$ cat src/rtl/usdly_pkg.sv
package usdly_pkg;

    localparam int CNT_W    = 16;
    localparam int TICK_HZ  = 1193182;
    localparam int US_PER_S = 1000000;
    localparam int HZ_W     = $clog2(TICK_HZ + 1);
    localparam int SC_W     = $clog2(US_PER_S + 1);
    localparam int DONE_BIT = 5;
    localparam int STAT_W   = 8;

    typedef logic [CNT_W-1:0] cnt_t;

    typedef struct packed {
        cnt_t value;
        logic ovf;
    } reload_t;

    // Clamp a wide quotient (zero-extended to 64 bits) into the counter width.
    function automatic reload_t clamp_quotient(input logic [63:0] quo);
        reload_t r;
        if (quo > 64'(cnt_t'('1))) begin
            r.value = '1;
            r.ovf   = 1'b1;
        end else begin
            r.value = quo[CNT_W-1:0];
            r.ovf   = 1'b0;
        end
        return r;
    endfunction

endpackage

$ cat src/rtl/usdly_scale.sv
module usdly_scale #(
    parameter int US_W   = 32,
    parameter int HZ_W   = 21,
    parameter int FACTOR = 1193182,
    localparam int OUT_W = US_W + HZ_W
) (
    input  logic [US_W-1:0]  usec_i,
    output logic [OUT_W-1:0] product_o
);
    // Full-width product so the later division loses nothing.
    always_comb begin
        product_o = OUT_W'(usec_i) * OUT_W'(FACTOR);
    end
endmodule

$ cat src/rtl/usdly_divider.sv
module usdly_divider #(
    parameter int N_W     = 53,
    parameter int D_W     = 20,
    parameter int DIVISOR = 1000000,
    localparam int STEP_W = $clog2(N_W + 1)
) (
    input  logic           clk,
    input  logic           rst,
    input  logic           start_i,
    input  logic [N_W-1:0] dividend_i,
    output logic           run_o,
    output logic           fin_o,
    output logic [N_W-1:0] quot_o
);
    logic [D_W-1:0]    rem_q;
    logic [N_W-1:0]    quo_q;
    logic [STEP_W-1:0] step_q;
    logic              run_q;
    logic              fin_q;

    logic [D_W:0]      shifted;
    logic [D_W:0]      diff;
    logic              take;
    logic [D_W-1:0]    rem_nxt;

    // One restoring step: bring in the next dividend bit, subtract if it fits.
    always_comb begin
        shifted = {rem_q, quo_q[N_W-1]};
        take    = shifted >= (D_W+1)'(DIVISOR);
        diff    = shifted - (D_W+1)'(DIVISOR);
        rem_nxt = take ? diff[D_W-1:0] : shifted[D_W-1:0];
    end

    always_ff @(posedge clk) begin
        if (rst) begin
            run_q  <= 1'b0;
            fin_q  <= 1'b0;
            step_q <= '0;
            rem_q  <= '0;
            quo_q  <= '0;
        end else if (start_i) begin
            run_q  <= 1'b1;
            fin_q  <= 1'b0;
            step_q <= STEP_W'(N_W);
            rem_q  <= '0;
            quo_q  <= dividend_i;
        end else if (run_q) begin
            rem_q  <= rem_nxt;
            quo_q  <= {quo_q[N_W-2:0], take};
            step_q <= step_q - 1'b1;
            if (step_q == STEP_W'(1)) begin
                run_q <= 1'b0;
                fin_q <= 1'b1;
            end
        end else begin
            fin_q <= 1'b0;
        end
    end

    assign run_o  = run_q;
    assign fin_o  = fin_q;
    assign quot_o = quo_q;
endmodule

$ cat src/rtl/usdly_count.sv
module usdly_count
    import usdly_pkg::*;
(
    input  logic    clk,
    input  logic    rst,
    input  logic    clear_i,
    input  logic    load_i,
    input  reload_t value_i,
    input  logic    tick_i,
    output cnt_t    count_o,
    output logic    done_o,
    output logic    ovf_o
);
    cnt_t count_q;
    logic done_q;
    logic ovf_q;

    always_ff @(posedge clk) begin
        if (rst) begin
            count_q <= '0;
            done_q  <= 1'b0;
            ovf_q   <= 1'b0;
        end else if (clear_i) begin
            done_q  <= 1'b0;
        end else if (load_i) begin
            count_q <= value_i.value;
            done_q  <= (value_i.value == '0);
            ovf_q   <= value_i.ovf;
        end else if (tick_i && !done_q && count_q != '0) begin
            count_q <= count_q - 1'b1;
            if (count_q == cnt_t'(1)) begin
                done_q <= 1'b1;
            end
        end
    end

    assign count_o = count_q;
    assign done_o  = done_q;
    assign ovf_o   = ovf_q;
endmodule

$ cat src/rtl/usec_delay_timer.sv
module usec_delay_timer
    import usdly_pkg::*;
#(
    parameter int US_W    = 32,
    localparam int PROD_W = US_W + HZ_W
) (
    input  logic              clk,
    input  logic              rst,
    input  logic              load_i,
    input  logic [US_W-1:0]   usec_i,
    input  logic              tick_i,
    output logic              busy_o,
    output logic              done_o,
    output logic              ovf_o,
    output logic [CNT_W-1:0]  count_o,
    output logic [STAT_W-1:0] status_o
);
    logic [PROD_W-1:0] product;
    logic [PROD_W-1:0] quotient;
    logic              div_run;
    logic              div_fin;
    reload_t           reload;
    logic              tick_gated;

    usdly_scale #(
        .US_W   (US_W),
        .HZ_W   (HZ_W),
        .FACTOR (TICK_HZ)
    ) u_scale (
        .usec_i    (usec_i),
        .product_o (product)
    );

    usdly_divider #(
        .N_W     (PROD_W),
        .D_W     (SC_W),
        .DIVISOR (US_PER_S)
    ) u_div (
        .clk        (clk),
        .rst        (rst),
        .start_i    (load_i),
        .dividend_i (product),
        .run_o      (div_run),
        .fin_o      (div_fin),
        .quot_o     (quotient)
    );

    always_comb begin
        reload = clamp_quotient(64'(quotient));
    end

    assign busy_o     = div_run | div_fin;
    assign tick_gated = tick_i & ~busy_o;

    usdly_count u_count (
        .clk     (clk),
        .rst     (rst),
        .clear_i (load_i),
        .load_i  (div_fin),
        .value_i (reload),
        .tick_i  (tick_gated),
        .count_o (count_o),
        .done_o  (done_o),
        .ovf_o   (ovf_o)
    );

    // Status byte: only the completion bit is populated.
    always_comb begin
        status_o           = '0;
        status_o[DONE_BIT] = done_o;
    end
endmodule

$ cat config.mk
export PLATFORM = sky130hd
export DESIGN_NAME = usec_delay_timer
export DESIGN_NICKNAME = d
export VERILOG_FILES = /design/src/rtl/usdly_pkg.sv /design/src/rtl/usdly_scale.sv /design/src/rtl/usdly_divider.sv /design/src/rtl/usdly_count.sv /design/src/rtl/usec_delay_timer.sv
export SDC_FILE = /design/constraint.sdc
export NUM_CORES = 1
export LEC_CHECK = 0
export ABC_AREA = 0
export CAP_MARGIN = 20
export CORE_UTILIZATION = 30
export DETAILED_ROUTE_END_ITERATION = 8
export DONT_BUFFER_PORTS = 1
export PLACE_DENSITY = 0.5
export SKIP_CTS_REPAIR_TIMING = 1
export SYNTH_ARGS = -nofsm -noshare
export SYNTH_HDL_FRONTEND = slang
export SYNTH_SLANG_ARGS = --single-unit
$ cat constraint.sdc
create_clock -name clk -period 11.67 [get_ports clk]
set_clock_uncertainty 0.2 [all_clocks]
set_input_delay 2.334 -clock clk [delete_from_list [all_inputs] [get_ports clk]]
set_output_delay 2.334 -clock clk [all_outputs]
set_load 0.01 [all_outputs]
---- After elaboration in Yosys (flattened, before gate mapping) ----
Cells that the tools add are included.
W data, S select, Z words.
word-level totals
  bits in registers ....................... 99
  output and inout bits ................... 27
  logic and storage cells ................. 50
operators by class
  add/subtract/negate cells ............... 3
  multiply operators ...................... 1
  $lt $le $gt $ge ......................... 2
  equal/unequal tests ..................... 2
  multiplexer cells ....................... 14
  bitwise logic cells ..................... 5
  reduce and logical (&&, ||, !) cells .... 13
operator list
  kind                      count
  $mux W53                  2
  $gt A53 B16 Y1 const B    1
  $mul A32 B20 Y52 const B  1
  $mux W16                  2
  $ge A21 B20 Y1 const B    1
  $mux W20                  1
  $sub A20 B20 Y20 const B  1
  $mux W17                  1
  $eq A16 B1 Y1 const B     1
  $logic_not A16 Y1         1
  $reduce_bool A16 Y1       1
  $sub A16 B1 Y16 const B   1
  $mux W6                   2
  $eq A6 B1 Y1 const B      1
  $mux W1                   6
  $reduce_and A2 Y1         3
  $reduce_bool A2 Y1        3
  $sub A6 B1 Y6 const B     1
  $not A1 Y1                3
  $reduce_or A3 Y1          1
  $logic_and A1 B1 Y1       2
  $reduce_or A2 Y1          1
  $and A1 B1 Y1             1
  $logic_not A1 Y1          1
  $or A1 B1 Y1              1

---- Longest topological paths before layout ----
  depth after elaboration ................. 7
  mapped depth ............................ 24

---- By module ----
Synthesis repeated with hierarchy kept, for this count alone.
unflattened totals
  cell total of the unflattened synthesis .. 1831
  area total of the unflattened synthesis .. 17058.9 um2
modules (own cells, without submodules)
  module            instances  cells an instance  area an instance (um2)
  usdly_scale       1          1157               11647.4
  usdly_divider     1          458                3778.6
  usdly_count       1          170                1287.5
  usec_delay_timer  1          46                 345.3

---- Least setup slack after synthesis ----
OpenSTA, ideal clock, no wires.
  kind .................................... input-to-reg
  from .................................... in usec_i[21]
  to ...................................... reg u_div.quo_q[50], in the netlist u_div.quot_o[50]
  data arrival time ....................... 8.166 ns
  setup slack ............................. 3.242 ns
  cell stages on the path ................. 21
  buffers on the path ..................... 0
  cell sequence ........................... ha_1 -> fa_1 -> inv_1 -> fa_1 -> inv_1 -> fa_1 -> fa_1 -> fa_1 -> inv_1 -> fa_1 -> inv_1 -> ha_1 -> nand4_4 -> or4_4 -> o21bai_1 -> o311ai_2 -> o2111ai_2 -> a31o_1 -> a21o_1 -> or4_1 -> nand3_1
between the ends
  word-level cells in the longest chain between the ends .. 2
RTL lines
  element               line                    RTL
  start, declared       usec_delay_timer.sv:10  input logic [US_W-1:0] usec_i,
  $mul A32 B20 Y52      usdly_scale.sv:12       product_o = OUT_W'(usec_i) * OUT_W'(FACTOR);
  $mux W53              usdly_divider.sv:41     end else if (start_i) begin
  end signal, assigned  usdly_divider.sv:46     quo_q <= dividend_i;
  end signal, assigned  usdly_divider.sv:49     quo_q <= {quo_q[N_W-2:0], take};
  end, declared         usdly_divider.sv:16     logic [N_W-1:0] quo_q;
Every way passes these cells.
A chain may end at the register's enable or synchronous reset.

---- Worst setup path in the final report ----
  from .................................... in usec_i[19]
  to ...................................... reg u_div.quo_q[50], in the netlist u_div.quot_o[50]
Same word-level chain as after synthesis.

==> out/metrics.cfg <==
[worst_setup_path]
critPathKind=primary input to flop
cpMostUsedCell=fa_1
crit_family=adder cells
crit_arrival_ns=8.60
critical_path.slowest_cell=or4_4
critical-path-max-stage-delay_ns=0.56
critPathCaptureType=flop
worst-path-buf-inv=4
required_ns=11.77
cp-start-kind=primary input
cp_cell_sequence=ha_1 -> fa_1 -> inv_1 -> fa_1 -> inv_1 -> fa_1 -> fa_1 -> fa_1 -> inv_1 -> fa_1 -> inv_1 -> ha_1 -> nand4_4 -> or4_4 -> o311ai_2 -> o2111ai_2 -> a31o_1 -> a21o_1 -> or4_1 -> nand3_1
path_max_fanout=7

[timing]
hold_viol=0
period_minus_slack_ns=8.50
slew_violations=0
rsz0062_at_grt=false
finalSetupTns_ns=0
setup_viol=0
slew_headroom_pct=32.0
fmax_mhz=118
period_share_pct=72.8
setup_ws_ns=3.17
worst_pin_slew_ns=1.02

[global_routing]
use_met2_pct=25.7
grt_max_degree=92
grt_pass1_wl_mm=69.6
grt_use_total_pct=15.6
use_met1_pct=21.6
top_usage_layer=met2
grt_pass1_vias=12300
grt-ovfl-total=0
met3_usage_pct=1.84
antenna_found_initial=0

[logic_synthesis]
synth_edf_count=0
synth_top_flop_cell=dfxtp_1
synth.area.top_cells=fa_1, ha_1, dfxtp_1
synth_area_leader_cell=fa_1
avgSynthCellArea_um2=9.45
ys_types=79
seq_area_frac_synth_pct=11.8
netlist_area_mm2=0.0167
synth_warnings=0
yosysTopAreaCellShare_pct=28.8
synth_seq_cells=99
synth_async_sr_flop_share_pct=0
syn_inst=1770

[final_layout]
finalNetCount=2268
fillerInstances=5839
antenna_cells=0
layout-drive-gt1-share_pct=2.26
post-route-util_pct=32.0
syn2layout_area_growth_pct=5.28
stdcell_count=2474

[routing]
vias=12000
routed_wl_mm=43.4
drc=0
avgViaCountPerCell=4.86
drt_iter0_markers=538
final_antenna_net_count=0
avgRoutedWirePerCell_um=17.5
drtPass1Iterations=4

[die]
initial_core_util_pct=30.4
dieHeight_um=238
die_w_um=238
dieArea_mm2=0.0567
pin_count=63
rows=86
core-area_mm2=0.0551

[worst_hold_path]
hp-class=flop to flop

[job]
drv_cap=0

[clocking]
clockBufferDepth=2
cts_tree=done
clockRootBuffer=clkbuf_16
numCtsBuffers=9
cts.sink_count=99
insertion_delay_ns=0.35
clk_pin_slew_ns=0.07
htree_num_levels=3

[placement]
place_worst_setup_slack_ns=2.80
gp_congestion=0.911
numPlacedInstances=2458
dp_hpwl_mm=37.2
port_buffers=0

[status]
status=complete, no violations

## stage by stage
step | hold slack [ns] | instance area, um2
2_1_floorplan | 0.232 | 16700
3_3_place_gp | 0.245 | 17300
3_5_place_dp | 0.251 | 17300
4_1_cts | 0.261 | 17600
5_1_grt | 0.303 | 17600
6_report | 0.267 | 17600
## cells by family after synthesis
family                     synth area share [%]
AOI/OAI and AO/OA                          13.3
xor gates and xnor gates                   4.03
adders and majority gates                  49.0
buffers and inverters                      9.31
DFF                                        11.8
muxes                                      2.70
other                                    0.0224
and+or+nand+nor                            9.73
## Yosys cell counts (10+ instances only)
master	number
a211oi_1	68
a21o_1	21
a21oi_1	92
and2_1	11
buf_4	11
clkbuf_1	42
dfxtp_1	99
fa_1	241
ha_1	270
inv_1	312
mux2i_1	44
nand2_1	66
nand3_1	20
nand4_1	18
nor2_1	95
nor2b_1	28
nor3_1	17
nor4_1	17
o21ai_0	56
o21bai_1	13
o22ai_1	11
or3_1	10
xnor2_1	45
xor2_1	32
## per-layer routing
layer  wire [um]  up-vias
li1            -     5864
met1       20700     5933
met2       20400      184
met3        1340       41
met4        1020        0
met5           0        -
## worst paths after layout
check,to,startpoint,slack [ns],cells past startpoint
setup / recovery,u_div.quot_o[50],usec_i[19],3.17,20
hold / removal,u_div.rem_q[19],u_div.rem_q[19],0.27,2
setup reg to reg,u_div.rem_q[12],u_div.rem_q[9],8.54,8
hold reg to reg,u_div.rem_q[19],u_div.rem_q[19],0.27,2
## area by class of cell
type / count / area (um2) / share of cell area, %
Sequential cell: 99 / 1990 / 11.3
Inverter: 312 / 1170 / 6.65
Multi-Input combinational cell: 1297 / 13200 / 75.0
Clock buffer: 10 / 229 / 1.30
Timing Repair Buffer: 2 / 15.0 / 0.0853
Tap cell: 748 / 936 / 5.31
Clock inverter: 6 / 63.8 / 0.362
## placed cells by master, fill, tap and decap left out, types with 28 or more instances in the layout
master,count
a211oi_1,68
a21oi_1,92
inv_1,312
nor2_1,95
dfxtp_1,98
xnor2_1,45
xor2_1,32
o21ai_0,56
fa_1,241
nor2b_1,28
mux2i_1,44
nand2_1,66
ha_1,270
## registers in the layout, indices dropped and copies added, names as in the netlist
| signal | cells |
|---|---|
| u_count.count_o | 16 |
| u_div.step_q | 6 |
| u_count.done_o | 1 |
| u_div.quot_o | 53 |
| u_div.fin_o | 1 |
| u_count.ovf_o | 1 |
| u_div.rem_q | 20 |
| u_div.run_o | 1 |
## tightest hold or removal path, delay by kind of cell (launching register included)
family | cells | cell delay, ns
AO/OA/AOI/OAI | 1 | 0.05
flip-flops | 1 | 0.32
AND/OR/NAND/NOR | 1 | 0.06
Power is not shown: default switching activity piles up to over one toggle a cycle in this logic, so the estimate is an artifact.
